`src/rtl/ea_gen.sv`:
```
module ea_gen (
  input  logic        clk,
  input  logic        rst_n,
  input  logic        start,
  input  logic [3:0]  mode,
  input  logic        later_rev,
  input  logic        force_extra,
  input  logic [15:0] pc_in,
  input  logic [7:0]  x_in,
  input  logic [7:0]  y_in,
  input  logic [7:0]  bus_data,
  output logic [15:0] bus_addr,
  output logic        bus_rd,
  output logic        busy,
  output logic        done,
  output logic [15:0] ea,
  output logic [15:0] pc_out,
  output logic [2:0]  cycles,
  output logic        page_cross
);
  localparam logic [3:0] M_ZP = 4'd0, M_ZPX = 4'd1, M_ZPY = 4'd2, M_IZX = 4'd3,
                         M_IZY = 4'd4, M_ABS = 4'd5, M_ABX = 4'd6, M_ABY = 4'd7,
                         M_ZPI = 4'd8, M_IND = 4'd9, M_AIX = 4'd10;

  typedef enum logic [2:0] {S_IDLE, S_OPL, S_OPH, S_DZP, S_DPC, S_PL, S_PH, S_FIX} st_t;

  st_t         st;
  logic [3:0]  md;
  logic        rev, ext;
  logic [7:0]  xr, yr, opl, oph, rlo;
  logic [15:0] pc, ptr, fixa, hold;
  logic [2:0]  cnt, cyc_q;
  logic        xcross, cross_q, done_q;
  logic [15:0] ea_q;

  wire         use_y  = (md == M_ZPY) || (md == M_ABY) || (md == M_IZY);
  wire [7:0]   idx    = use_y ? yr : xr;
  wire         full_c = (md == M_AIX) || (md == M_IND && rev);
  wire [15:0]  hi_ptr = full_c ? ptr + 16'd1 : {ptr[15:8], 8'(ptr[7:0] + 8'd1)};
  wire [15:0]  base   = (st == S_PH) ? {bus_data, rlo} : {bus_data, opl};
  wire [15:0]  sum    = base + {8'd0, idx};
  wire         carry  = sum[15:8] != base[15:8];
  wire [15:0]  pc_fix = (st == S_OPH) ? pc + 16'd1 : pc;
  wire [15:0]  guess  = {base[15:8], sum[7:0]};
  wire [15:0]  extra_a = carry ? (rev ? pc_fix : guess) : sum;

  always_comb begin
    case (st)
      S_OPL, S_OPH, S_DPC: bus_addr = pc;
      S_DZP:               bus_addr = rev ? pc : {8'h00, opl};
      S_PL:                bus_addr = ptr;
      S_PH:                bus_addr = hi_ptr;
      S_FIX:               bus_addr = fixa;
      default:             bus_addr = 16'h0000;
    endcase
  end

  assign bus_rd     = st != S_IDLE;
  assign busy       = st != S_IDLE;
  assign done       = done_q;
  assign ea         = ea_q;
  assign pc_out     = pc;
  assign cycles     = cyc_q;
  assign page_cross = cross_q;

  always_ff @(posedge clk) begin
    if (!rst_n) begin
      st      <= S_IDLE;
      md      <= M_ZP;
      rev     <= 1'b0;
      ext     <= 1'b0;
      xr      <= 8'h00;
      yr      <= 8'h00;
      opl     <= 8'h00;
      oph     <= 8'h00;
      rlo     <= 8'h00;
      pc      <= 16'h0000;
      ptr     <= 16'h0000;
      fixa    <= 16'h0000;
      hold    <= 16'h0000;
      cnt     <= 3'd0;
      cyc_q   <= 3'd0;
      xcross  <= 1'b0;
      cross_q <= 1'b0;
      done_q  <= 1'b0;
      ea_q    <= 16'h0000;
    end else begin
      done_q <= 1'b0;
      if (st != S_IDLE) cnt <= cnt + 3'd1;
      case (st)
        S_IDLE: if (start) begin
          st  <= S_OPL;
          md  <= mode;
          rev <= later_rev;
          ext <= force_extra;
          xr  <= x_in;
          yr  <= y_in;
          pc  <= pc_in;
          cnt <= 3'd0;
        end
        S_OPL: begin
          opl <= bus_data;
          pc  <= pc + 16'd1;
          case (md)
            M_ZPX, M_ZPY, M_IZX: st <= S_DZP;
            M_IZY, M_ZPI: begin
              ptr <= {8'h00, bus_data};
              st  <= S_PL;
            end
            M_ABS, M_ABX, M_ABY, M_IND, M_AIX: st <= S_OPH;
            default: begin
              st      <= S_IDLE;
              done_q  <= 1'b1;
              cyc_q   <= cnt + 3'd1;
              ea_q    <= {8'h00, bus_data};
              cross_q <= 1'b0;
            end
          endcase
        end
        S_OPH: begin
          oph <= bus_data;
          pc  <= pc + 16'd1;
          case (md)
            M_ABX, M_ABY: begin
              if (carry || ext) begin
                st     <= S_FIX;
                fixa   <= extra_a;
                hold   <= sum;
                xcross <= carry;
              end else begin
                st      <= S_IDLE;
                done_q  <= 1'b1;
                cyc_q   <= cnt + 3'd1;
                ea_q    <= sum;
                cross_q <= 1'b0;
              end
            end
            M_IND: begin
              ptr <= {bus_data, opl};
              st  <= rev ? S_DPC : S_PL;
            end
            M_AIX: st <= S_DPC;
            default: begin
              st      <= S_IDLE;
              done_q  <= 1'b1;
              cyc_q   <= cnt + 3'd1;
              ea_q    <= {bus_data, opl};
              cross_q <= 1'b0;
            end
          endcase
        end
        S_DZP: begin
          if (md == M_IZX) begin
            ptr <= {8'h00, 8'(opl + xr)};
            st  <= S_PL;
          end else begin
            st      <= S_IDLE;
            done_q  <= 1'b1;
            cyc_q   <= cnt + 3'd1;
            ea_q    <= {8'h00, 8'(opl + idx)};
            cross_q <= 1'b0;
          end
        end
        S_DPC: begin
          if (md == M_AIX) ptr <= {oph, opl} + {8'd0, xr};
          st <= S_PL;
        end
        S_PL: begin
          rlo <= bus_data;
          st  <= S_PH;
        end
        S_PH: begin
          if (md == M_IZY && (carry || ext)) begin
            st     <= S_FIX;
            fixa   <= extra_a;
            hold   <= sum;
            xcross <= carry;
          end else begin
            st      <= S_IDLE;
            done_q  <= 1'b1;
            cyc_q   <= cnt + 3'd1;
            ea_q    <= (md == M_IZY) ? sum : {bus_data, rlo};
            cross_q <= 1'b0;
          end
        end
        S_FIX: begin
          st      <= S_IDLE;
          done_q  <= 1'b1;
          cyc_q   <= cnt + 3'd1;
          ea_q    <= hold;
          cross_q <= xcross;
        end
        default: st <= S_IDLE;
      endcase
    end
  end
endmodule


```
`config.mk`:
```
export PLATFORM = sky130hd
export DESIGN_NAME = ea_gen
export DESIGN_NICKNAME = d
export VERILOG_FILES = /design/src/rtl/ea_gen.sv
export SDC_FILE = /design/constraint.sdc
export NUM_CORES = 1
export LEC_CHECK = 0
export BUFFER_PORTS_ARGS = -buffer_cell sky130_fd_sc_hd__buf_4
export CAP_MARGIN = 10
export CORE_ASPECT_RATIO = 0.75
export CORE_MARGIN = 1.5
export CORE_UTILIZATION = 25
export CTS_BUF_LIST = sky130_fd_sc_hd__clkbuf_16
export CTS_CLUSTER_DIAMETER = 150
export DETAILED_ROUTE_END_ITERATION = 8
export SLEW_MARGIN = 20
export SYNTH_ARGS = -nofsm -noshare
export SYNTH_HDL_FRONTEND = slang
export SYNTH_SLANG_ARGS = --single-unit
```
`constraint.sdc`:
```
create_clock -name clk -period 5.3 [get_ports clk]
set_input_delay 1.06 -clock clk [delete_from_list [all_inputs] [get_ports clk]]
set_output_delay 1.06 -clock clk [all_outputs]
set_load 0.01 [all_outputs]
```
## Word level (Yosys, flattened, before mapping)

Cells that the tools add are included.
Widths: inputs -> output; s select.

| word-level totals | value |
|---|---|
| bits of input ports | 49 |
| register bits | 138 |
| word-level logic and storage cells | 146 |

| operators by class | value |
|---|---|
| muxes and demuxes | 63 |
| reductions and logical operators | 25 |
| equality and inequality tests | 31 |
| add/subtract/negate cells | 8 |

Operator list:

| operator | count |
|---|---|
| $mux 16 | 21 |
| $pmux 16 s5 | 2 |
| $pmux 16 s2 | 4 |
| $pmux 16 s4 | 1 |
| $mux 3 | 11 |
| $add 16x1->16 const B | 2 |
| $add 16x8->16 | 2 |
| $pmux 3 s8 | 1 |
| $ne 2x2->1 const B | 9 |
| $pmux 3 s3 | 2 |
| $add 8x8->8 | 2 |
| $eq 4x3->1 const B | 4 |
| $mux 8 | 2 |
| $pmux 3 s5 | 1 |
| $eq 3x3->1 const B | 4 |
| $eq 4x4->1 const B | 3 |
| $mux 1 | 12 |
| $pmux 1 s5 | 2 |
| $reduce_or 10->1 | 1 |
| $add 8x1->8 const B | 1 |
| $eq 4x2->1 const B | 2 |
| $ne 8x8->1 | 1 |
| $reduce_or 2->1 | 4 |
| $eq 3x2->1 const B | 2 |
| 20 further kinds | 31 |

## Depth between registers and ports, before layout

Gate-level depths: netlist of run 1.

| logic depth | value |
|---|---|
| depth after elaboration | 10 |
| depth in mapped cells | 17 |

## Worst setup path after synthesis of run 1

No wires, ideal clock.

| timing | value |
|---|---|
| path kind | reg-to-reg |
| start point | register md[2] |
| end point | register fixa[3] |
| clock period less this slack | 3.620 ns |
| data required time | 5.166 ns |
| arrival time | 3.486 ns |
| slack | 1.680 ns |
| stages on the path, launching flop included | 14 |
| path through | dfxtp_1 buf_2 a21oi_1 o221ai_2 mux2_2 ha_1 fa_1 a211oi_1 o211ai_1 and2_1 o31ai_1 buf_2 mux2i_1 o22ai_1 |

| on the way | value |
|---|---|
| longest elaborated chain between the ends | 10 |
| elaborated cells on any way between the ends | 22 |
| classes of those cells | 1 x add/sub; 8 x eq/ne; 7 x mux; 6 x reduce/logical |

RTL lines:

| item | line | source |
|---|---|---|
| start: declaration | 28 | `logic [3:0] md;` |
| start signal: assignment | 93 | `md <= mode;` |
| $eq 4x2->1 or $eq 4x3->1 (tied branches) | 36, 123 |  |
| $logic_or 1x1->1 (2 in series) | 36 | `wire use_y = (md == M_ZPY) \|\| (md == M_ABY) \|\| (md == M_IZY);` |
| $mux 8 | 37 | `wire [7:0] idx = use_y ? yr : xr;` |
| $add 16x8->16 | 41 | `wire [15:0] sum = base + {8'd0, idx};` |
| $ne 8x8->1 or $mux 16 (tied branches) | 42, 45 |  |
| $mux 16 or $logic_or 1x1->1 (tied branches) | 45, 125, 173 |  |
| $mux 16 or $logic_and 1x1->1 (tied branches) | 125, 173 |  |
| $mux 16 or $ne 2x1->1 (tied branches) | - |  |
| $pmux 16 s2 or $reduce_and 4->1 (tied branches) | - |  |
| end signal: assignment | 127 | `fixa <= extra_a;` |
| end signal: assignment | 175 | `fixa <= extra_a;` |
| end: declaration | 31 | `logic [15:0] pc, ptr, fixa, hold;` |

Several ways; a longest one is shown, not always the timed one. The select of a mux whose other input is x is not followed.
A chain may end at the register's enable or synchronous reset.

## Worst setup path in the final report of run 1

| timing | value |
|---|---|
| start point | register md[2] |
| end point | register ea_q[10], in the netlist ea[10] |

| on the way | value |
|---|---|
| longest elaborated chain between the ends | 10 |
| elaborated cells on any way between the ends | 31 |
| classes of those cells | 1 x add/sub; 16 x eq/ne; 6 x mux; 8 x reduce/logical |

RTL lines:

| item | line | source |
|---|---|---|
| $eq 4x2->1 or $eq 4x3->1 (tied branches) | 36, 104, 123 |  |
| $logic_or 1x1->1 (2 in series) | 36 |  |
| $mux 8 | 37 |  |
| $add 16x8->16 | 41 |  |
| $ne 8x8->1 | 42 | `wire carry = sum[15:8] != base[15:8];` |
| $logic_or 1x1->1 | 125, 173 |  |
| $logic_and 1x1->1 | 173 | `if (md == M_IZY && (carry \|\| ext)) begin` |
| $ne 2x2->1 (no line) | - |  |
| $reduce_and 6->1 (no line) | - |  |
| end signal: assignment | 134 | `ea_q <= sum;` |
| end signal: assignment | 182 | `ea_q <= (md == M_IZY) ? sum : {bus_data, rlo};` |
| end signal: assignment | 190 | `ea_q <= hold;` |
| end: declaration | 34 | `logic [15:0] ea_q;` |

Several ways; a longest one is shown, not always the timed one. The select of a mux whose other input is x is not followed.

==> results of run 1 <==
## metrics by stage
step	power, mW	util, %
after detailed placement	1.71	28.9
after floorplan	1.49	-
after global placement	1.70	28.9
after global routing	3.06	30.7
after CTS	2.96	30.7
final	2.95	30.7
## routing by layer
| layer | vias to the layer above | track usage [%] | share of wire, % |
|---|---|---|---|
| li1 | 4434 | - | - |
| met3 | 51 | 5.26 | 9.7 |
| met1 | 4428 | 26.2 | 46 |
| met4 | 0 | 4.85 | 2.0 |
| met2 | 385 | 26.8 | 42 |
| met5 | - | 0 | 0 |
## cells in the mapped netlist, types with 3 or more instances
cell type | count | area (um2)
buf_1 | 5 | 18.8
o21ai_0 | 74 | 370
xnor2_1 | 39 | 342
inv_1 | 20 | 75.1
a21oi_1 | 118 | 591
o21a_1 | 3 | 22.5
fa_1 | 3 | 60.1
a21o_1 | 7 | 52.6
nand2_1 | 226 | 848
a31oi_1 | 13 | 81.3
buf_4 | 4 | 30.0
and3_1 | 13 | 81.3
a221oi_1 | 9 | 78.8
xor2_1 | 33 | 289
nor2b_1 | 3 | 18.8
o31a_1 | 3 | 26.3
mux2i_1 | 20 | 200
nand3_1 | 29 | 145
dfxtp_1 | 138 | 2760
o211ai_1 | 15 | 113
mux2_2 | 9 | 101
clkbuf_1 | 62 | 233
nand2b_1 | 11 | 68.8
or3_1 | 5 | 31.3
buf_2 | 20 | 100
o221a_2 | 4 | 45.0
nand4_1 | 12 | 75.1
nor2_1 | 103 | 387
a211oi_1 | 22 | 165
nor3b_1 | 3 | 22.5
a311oi_1 | 8 | 70.1
nor3_1 | 16 | 80.1
and2_1 | 9 | 56.3
o31ai_1 | 11 | 82.6
nand3b_1 | 5 | 37.5
ha_1 | 26 | 325
a222oi_1 | 16 | 160
o2111ai_1 | 7 | 61.3
a22oi_1 | 11 | 82.6
o22ai_1 | 24 | 150
## cells by family (layout without fill, tap and decap cells)
kind of cell | count (synthesis) | count (layout) | synth area share (%)
compound gates | 375 | 375 | 27.5
xor+xnor | 72 | 72 | 7.02
flops | 138 | 138 | 30.8
buf+inv | 114 | 178 | 5.21
mux | 30 | 30 | 3.61
fa+ha+maj | 29 | 29 | 4.29
simple gates | 445 | 445 | 21.6
## final timing paths
check         from  endpoint  slack (ns)
min          yr[6]     yr[6]        0.45
min reg2reg  yr[6]     yr[6]        0.45
max          md[2]    ea[10]        0.98
max reg2reg  md[2]    ea[10]        0.98
## state kept, by name, summed over array words and instances (netlist names)
name,count
ea,16
fixa,16
hold,16
pc_out,16
ptr,16
oph,8
opl,8
rlo,8
xr,8
yr,8
md,4
cnt,3
cycles,3
st,3
done,1
ext,1
page_cross,1
rev,1
xcross,1
## critical path: stages, from the launching register on
cell and delay (ns):
dfxtp_1 0.68, a21oi_1 0.16, o221ai_2 0.42, mux2_2 0.44
ha_1 0.25, fa_1 0.43, a211oi_1 0.30, o211ai_1 0.22
nand2_1 0.31, a31o_2 0.47, nand2_1 0.17, a221oi_1 0.35
## final cells by class
type                       instances  share of cell area [%]
clock inverter                    14                    1.66
tap                              457                    5.33
multi-input combinational        951                    53.8
inverter                          23                   0.805
clock buffer                      17                    3.96
sequential                       138                    25.7
timing repair buffer             124                    8.68
## cells in the final DEF (no fill, tap or decap), drive strengths merged, types with 11 or more instances in the layout
cell type / netlist / final
nand2: 226 / 226
dfxtp: 138 / 138
o22ai: 24 / 24
xnor2: 39 / 39
a31oi: 15 / 15
mux2i: 20 / 20
nand3: 29 / 29
a22oi: 12 / 12
and3: 13 / 13
nor3: 17 / 17
nand2b: 11 / 11
a21oi: 120 / 120
a222oi: 16 / 16
buf: 29 / 124
ha: 26 / 26
a211oi: 23 / 23
inv: 22 / 23
clkbuf: 62 / 17
o211ai: 15 / 15
o21ai: 74 / 74
o31ai: 11 / 11
xor2: 33 / 33
nor2: 105 / 105
nand4: 12 / 12
## report_power, final
part           switching (mW)  internal, mW  total, mW
logic                   0.313         0.211      0.523
clock network           0.478         0.778       1.26
registers              0.0829          1.09       1.17
total                   0.873          2.08       2.95
==> metrics.md, run 1 <==
| Metric | Value |
|---|---|
| Status | completed |
| Post-synth EDFFs | 0 |
| Critical path launch point type | flip-flop |
| Setup Crit Path Kind | flip-flop to flip-flop |
| Largest net degree at the start of global routing | 58 |
| Antenna Cells | 0 |
| Post-route minimum period | between 4 and 5 ns |
| F_max | roughly 230 MHz |
| Setup WS post-layout | 0.982 ns |
| Die Width | 222 um |
| Number of global-route vias before repair | 8658 |
| Mapped Avg Cell Area | approximately 7.5 um2 |
| RSZ-0062 raised after global routing | no |
| IO Port Bufs | between 100 and 150 |
| Vias | approximately 9300 |
| Wire per inst | 20.1 um |
| Cells after synthesis | between 1000 and 1500 |
| Netlist cell types | 71 |
| Vias per cell | 5.39 |
| Worst EP arrival | 4.64 ns |
| Total die area | roughly 37000 um2 |
| Detail Route Antenna Nets | 0 |
| Worst VDD drop | 0.000234 V |
| Slew Viols, Final | 0 |
| Core Box Area | roughly 35000 um2 |
| Total global-route track usage | a little under a fifth |
| Relative slew slack | between 20% and 30% |
| Hold_ws | 0.452 ns |
| Setup violators final | 0 |
| Global-route wire length before repair | 52.5 mm |
| Synth Cell Area | around 9000 um2 |
| Syn Nets | 1281 |
| Clock Latency Late Sink | around 0.43 ns |
| Post-synth top flop | dfxtp_1 |
| Final setup TNS | 0 ns |
| CTS tree | yes |
| Post-CTS Hold Buffers | 0 |
| Fraction of layout cells with a size suffix above 1 | between 10 and 15% |
| Drt initial violations | roughly 1100 |
| DP Worst Slack | about 1.1 ns |
| Rows | 59 |
| Initial antenna violation count | 1 |
| Tightest Pin Transition | roughly 1.1 ns |
| Routed WL | 34.6 mm |
| Multi-input combinational cell area | slightly below 6000 um2 |
| Inst Count DP | between 1500 and 2000 |
| Element type at the critical path end | flip-flop |
| Final instance area | about 11000 um2 |
| LEAKAGE | between 3 and 4 nW |
| DRC Markers | 0 |
| Cts bufs inserted | 17 |
| PD cells | approximately 270 nW/um2 |
| Hold crit path type | flip-flop to flip-flop |
| Ys async rst share | 0% |
| Area grow syn2layout | 19.5% |
| # clock sinks | ~140 |
| Clock-pin transition on the worst setup and hold timing paths | 0.06 ns |
| Yosys warning count | 0 |
| Worst-case reg-to-reg path depth | 11 |
| Register area share after synthesis | between 30 and 40% |
| Worst EP required | roughly 5.6 ns |
| Initial Util | around a quarter |
| Layout net count | 1333 |
| Yosys reg bits | about 140 |
| Max Cap Viol | 0 |
| CTS Buffer Depth | 2 |
| Worst Clk Skew | around 0.014 ns |
| Post-DP Area | 10100 um2 |
| Post-route clock period utilization | about four fifths |
| First-pass DRT Iterations | 8 |
| # resized after CTS | 0 |
| Storage cell area | 2760 um2 |
| Filler cells | between 3000 and 4000 |
| H-tree lvl count | 4 |
| Crit path max fanout | 17 |
| Die H | between 150 and 200 um |
| Hold Path Depth | 2 |
| Post-CTS setup buffers | 0 |
| Final Hold Fails | 0 |
| Hpwl dp | approximately 25 mm |
| IO Count | 104 |
| Fin cells | around 1700 |
| Clock root cell | clkbuf_16 |
| Global route total overflow | 0 |
| Final GP Congestion | 0.956 |
No activity file was read; power rests on OpenSTA's default activity.
==> run 2: changes to the inputs <==
- clock period: 5.3 -> 4.5 ns (I/O delays scaled with it)
==> run 2 against run 1 <==
  * Final area rose by 0.13%
  * The run now ends with DRC left
  * Via count rose by 2.0%
  * Die area did not move
  * Sequential cell count did not move
  * First-iteration DRC count rose by 30%
  * Largest power group is now sequential cells
  * Clock-buffer cell count did not move
  * Register-to-register slack got worse by 0.53 ns
  * Combinational power rose by 22%
  * Critical path depth did not move
  * Utilization barely moved
==> metrics.md, run 2 (synthesized netlist as in run 1, its figures left out) <==
| Metric | Value |
|---|---|
| Clock Latency Late Sink | around 0.43 ns |
| RSZ-0062 raised after global routing | no |
| Overall power | 3.35 mW |
| Setup violators final | 0 |
| Final instance area | roughly 11000 um2 |
| Worst Clk Skew | between 0.01 and 0.015 ns |
| Routed WL | 34.5 mm |
| H-tree lvl count | 4 |
| Largest net degree at the start of global routing | 50 |
| Status | complete, but fails checks |
| Inst Count DP | roughly 1700 |
| Setup Crit Path Kind | flip-flop to flip-flop |
| # clock sinks | 138 |
| IO Port Bufs | ~100 |
| Tightest Pin Transition | between 0.9 and 1 ns |
| Fin cells | 1733 |
| Crit path largest cell delay | 0.53 ns |
| Worst EP required | 4.83 ns |
| Post-CTS setup buffers | 0 |
| Worst EP arrival | approximately 4.4 ns |
| Die H | roughly 170 um |
| Vias per cell | approximately 5.5 |
| Commonest non-fill, non-tap cell in the layout | nand2_1 |
| CTS tree | yes |
| R2R Setup Slk | 0.45 ns |
| Fraction of layout cells with a size suffix above 1 | between 10% and 20% |
| R2R Path End | ea[10] |
| Number of global-route vias before repair | approximately 8700 |
| F_max | 247 MHz |
| Clock root cell | clkbuf_16 |
| PD cells | 311 nW/um2 |
| Max Cap Viol | 0 |
| Worst VDD drop | 0.000266 V |
| Initial antenna violation count | 0 |
| Layout net count | between 1000 and 1500 |
| Core Box Area | about 35000 um2 |
| IO Count | approximately 100 |
| Relative slew slack | about a third |
| CTS Buffer Depth | 2 |
| Failing checks | DRC |
| RR Startpoint | md[0] |
| Global route total overflow | 0 |
| Worst-case hold path end point | yr[0] |
| Antenna Cells | 0 |
| Rows | slightly below 60 |
| Commonest non-fill, non-tap cells in the layout | 226 x nand2_1, 137 x dfxtp_1, 133 x buf_4, 118 x a21oi_1, 102 x nor2_1 |
| Total global-route track usage | between 15 and 20% |
| Hold Path Depth | 2 |
| Worst-case reg-to-reg path depth | 11 |
| Die Width | approximately 220 um |
| Post-route clock period utilization | ~90% |
| Element type at the critical path end | flip-flop |
| Final Hold Fails | 0 |
| First-pass DRT Iterations | 8 |
| Hold crit path type | flip-flop to flip-flop |
| Final setup TNS | 0 ns |
| Cts bufs inserted | 17 |
| Min-delay src | yr[0] |
| Global-route wire length before repair | around 53 mm |
| Clock-pin transition on the worst setup and hold timing paths | roughly 0.060 ns |
| Cell Chain, Critical Path | a21oi_1, o221ai_2, mux2_2, ha_1, fa_1, a211oi_1, o211ai_1, nand2_1, a31o_2, nand2_1, a221oi_1 |
| Crit path max fanout | 17 |
| LEAKAGE | between 3 and 4 nW |
| Vias | roughly 9500 |
| DRC Markers | 1 |
| Post-route minimum period | ~4.0 ns |
| Area grow syn2layout | 19.7% |
| Crit path max-delay family | compound AO/OA/AOI/OAI gates |
| Wire per inst | 19.9 um |
| Hpwl dp | roughly 26 mm |
| Initial Util | 25.7% |
| Crit-path slowest cell | dfxtp_1 |
| Post-DP Area | 10200 um2 |
| Slew Viols, Final | 0 |
| Buf/Inv on CP | 0 |
| Most used cell along the critical path | nand2_1 |
| Total die area | 37100 um2 |
| Critical path launch point type | flip-flop |
| Detail Route Antenna Nets | 0 |
| Drt initial violations | approximately 1400 |
| Filler cells | 3803 |
| Final GP Congestion | between 0.9 and 1 |
run 2: changes by cell type in the layout (fill, tap and decap cells not counted), moves of 2 or more:
| cell | change |
|---|---|
| buf_4 | +9 |
| clkinv_1 | +3 |
| clkinv_2 | -3 |
| inv_1 | +3 |
| bufinv_16 | -2 |
run 2: worst reg2reg max path, cell delays in order (launching register included):
cell	delay, ns
dfxtp_1	0.53
a21oi_1	0.11
o221ai_2	0.39
mux2_2	0.42
ha_1	0.24
fa_1	0.45
a211oi_1	0.30
o211ai_1	0.24
nand2_1	0.30
a31o_2	0.47
nand2_1	0.18
a221oi_1	0.32
run 2: how the worst max path moves through the flow:
stage	startpoint	endpoint	cells past startpoint	slack (ns)
2_1_floorplan	md[2]	fixa[3]	13	0.88
3_3_place_gp	md[1]	ea[10]	11	0.54
3_5_place_dp	md[1]	ea[10]	11	0.35
4_1_cts	md[1]	ea[10]	11	0.30
5_1_grt	md[0]	ea[10]	11	0.17
6_report	md[0]	ea[10]	11	0.45
run 2: cell type report:
cell class / count / area, um2 / share of cell area, %
Sequential cell: 138 / 2760 / 25.7
Tap cell: 457 / 572 / 5.32
Timing Repair Buffer: 133 / 998 / 9.29
Inverter: 23 / 86.3 / 0.804
Multi-Input combinational cell: 951 / 5780 / 53.8
Clock inverter: 14 / 116 / 1.08
Clock buffer: 17 / 425 / 3.96
run 2: routing by layer:
layer	track usage (%)	share of wire (%)	up-vias	routed length, um
li1	-	-	4463	-
met1	26.5	46	4503	15800
met2	26.8	43	478	14700
met3	4.26	9.9	42	3420
met4	5.06	1.7	0	594
met5	0	0	-	0
run 2: power breakdown:
| group | internal [mW] | switching (mW) |
|---|---|---|
| sequential | 1.28 | 0.0907 |
| combinational | 0.254 | 0.383 |
| clock | 0.793 | 0.544 |
| total | 2.33 | 1.02 |
run 2: timing repair:
item,4_1_cts,5_1_grt
setup endpoints to repair,0,1
gates resized for setup,0,1
hold buffers,0,0
run 2: stage by stage:
stage	hold WS (ns)	utilization (%)	setup WS [ns]
floorplan	0.432	-	0.880
global placement	0.449	29.1	0.535
detailed placement	0.455	29.1	0.348
CTS	0.463	30.7	0.305
global route	0.484	30.7	0.174
finish	0.463	30.7	0.452
==> run 3: changes to the inputs <==
- CELL_PAD_IN_SITES_DETAIL_PLACEMENT: unset -> 0
- CELL_PAD_IN_SITES_GLOBAL_PLACEMENT: unset -> 1
- PLACE_DENSITY_LB_ADDON: unset -> 0.1
==> run 3 against run 2 <==
  * The run now ends clean
  * Sequential share of layout area is 0.30 points lower
  * Setup slack better by 0.017 ns
  * Clock-buffer cell count stayed put
  * Register-to-register slack better by 0.02 ns
  * Combinational power up 4.6%
  * Clock skew hardly changed
  * Sequential cell count unchanged
  * Utilization grew 0.35 points
  * Critical path depth increased by 1
  * Final cell count increased by 0.58%
  * Sequential power barely moved
  * Clock power is 10% higher
  * Critical path type unchanged
  * Critical endpoint is now ea[11]
  * Largest cell class unchanged
  * Highest routed layer unchanged
==> metrics.md, run 3 (synthesized netlist as in run 1, its figures left out) <==
| Metric | Value |
|---|---|
| F_max | between 200 and 250 MHz |
| Total global-route track usage | a little over a fifth |
| Storage cell area | between 2000 and 3000 um2 |
| Post-CTS Hold Buffers | 0 |
| Multi-input combinational cell area | 5780 um2 |
| Max Cap Viol | 0 |
| RR Startpoint | md[1] |
| Fin cells | 1743 |
| Filler cells | about 3800 |
| Worst EP arrival | between 4 and 5 ns |
| PD cells | 324 nW/um2 |
| Core Box Area | roughly 35000 um2 |
| Area grow syn2layout | 21.0% |
| Commonest non-fill, non-tap cell in the layout | nand2_1 |
| Relative slew slack | 28.2% |
| Detail Route Antenna Nets | 0 |
| Inst Count DP | between 1500 and 2000 |
| Clock-pin transition on the worst setup and hold timing paths | approximately 0.06 ns |
| LEAKAGE | roughly 4.0 nW |
| Global route total overflow | 0 |
| Hpwl dp | 28.9 mm |
| Total die area | between 30000 and 40000 um2 |
| CP startpoint | md[1] |
| # clock sinks | between 100 and 150 |
| Final setup TNS | 0 ns |
| Hold crit path type | flip-flop to flip-flop |
| Critical path launch point type | flip-flop |
| Status | completed |
| Element type at the critical path end | flip-flop |
| Tightest Pin Transition | approximately 1.1 ns |
| Largest net degree at the start of global routing | 48 |
| Vias | about 9100 |
| Number of global-route vias before repair | 8474 |
| Slew Viols, Final | 0 |
| Final Hold Fails | 0 |
| Drt initial violations | a little over 900 |
| Post-CTS setup buffers | 0 |
| Initial antenna violation count | 0 |
| Antenna Cells | 0 |
| Commonest non-fill, non-tap cells in the layout | 226 x nand2_1, 144 x buf_4, 138 x dfxtp_1, 118 x a21oi_1, 102 x nor2_1 |
| Cts bufs inserted | 17 |
| Worst EP required | between 4 and 5 ns |
| RSZ-0062 raised after global routing | no |
| Final GP Congestion | slightly below 0.9 |
| Initial Util | ~26% |
| Die H | 167 um |
| Post-route clock period utilization | roughly nine tenths |
| DP Worst Slack | between 0.5 and 0.6 ns |
| Rows | 59 |
| Clock root cell | clkbuf_16 |
| Wire per inst | 22.7 um |
| # resized after CTS | 0 |
| IO Port Bufs | ~100 |
| Fraction of layout cells with a size suffix above 1 | 15.9% |
| Post-route minimum period | 4.03 ns |
| Routed WL | a little under 40 mm |
| Die Width | ~220 um |
| CTS tree | yes |
| Min-delay src | yr[0] |
| Vias per cell | 5.23 |
| Setup Crit Path Kind | flip-flop to flip-flop |
| Setup violators final | 0 |
| CTS Buffer Depth | 2 |
| Layout net count | around 1400 |
| DRC Markers | 0 |
| Setup WS post-layout | approximately 0.47 ns |
| Worst Clk Skew | approximately 0.010 ns |
| IO Count | roughly 100 |
| Worst VDD drop | around 0.00017 V |
| Crit path max fanout | 14 |
| H-tree lvl count | 4 |
| Clock Latency Late Sink | about 0.45 ns |
| Global-route wire length before repair | between 50 and 60 mm |
| First-pass DRT Iterations | 7 |
[run 3: changes by cell type in the layout (fill, tap and decap cells not counted), sizes merged]
| cell | delta |
|---|---|
| buf | +11 |
| bufinv | +2 |
| clkinv | -1 |
| inv | -2 |
[run 3: path summary, 6_finish.rpt]
check | to | slack [ns] | depth (start not counted)
hold reg to reg | yr[0] | 0.47 | 2
setup / recovery | ea[11] | 0.47 | 12
setup reg to reg | ea[11] | 0.47 | 12
hold / removal | yr[0] | 0.47 | 2
[run 3: critical path, cell delays in order, from the launching register on]
cell and delay, ns:
dfxtp_1 0.61, a21oi_1 0.14, o221ai_2 0.26, mux2_2 0.41, ha_1 0.23, fa_1 0.43
a211oi_1 0.27, o211ai_1 0.27, nand2_1 0.32, a31o_2 0.42, buf_4 0.22, o211ai_1 0.09
o221a_2 0.24
[run 3: area by class of cell]
cell class,count,area share [%]
Clock buffer,17,3.92
Clock inverter,13,1.49
Inverter,23,0.806
Multi-Input combinational cell,951,53.2
Sequential cell,138,25.4
Tap cell,457,5.26
Timing Repair Buffer,144,9.95
[run 3: through the flow]
step	power [mW]	cell area (um2)	utilization (%)	hold slack [ns]
2_1_floorplan	1.76	8980	-	0.432
3_3_place_gp	2.07	10300	29.4	0.459
3_5_place_dp	2.07	10300	29.4	0.463
4_1_cts	3.55	10900	31.1	0.472
5_1_grt	3.67	10900	31.1	0.487
6_report	3.52	10900	31.1	0.466
[run 3: routing by layer]
metal	global-route usage, %	up-vias	wire length, um
li1	-	4468	-
met5	0	-	0
met4	3.96	0	402
met1	34.0	4357	21400
met3	3.67	24	2100
met2	28.8	270	15600
[run 3: report_power, final]
group          internal [mW]  total (mW)  switching, mW
clock                  0.906        1.48          0.571
combinational          0.261       0.666          0.404
sequential              1.28        1.38         0.0960
total                   2.45        3.52           1.07
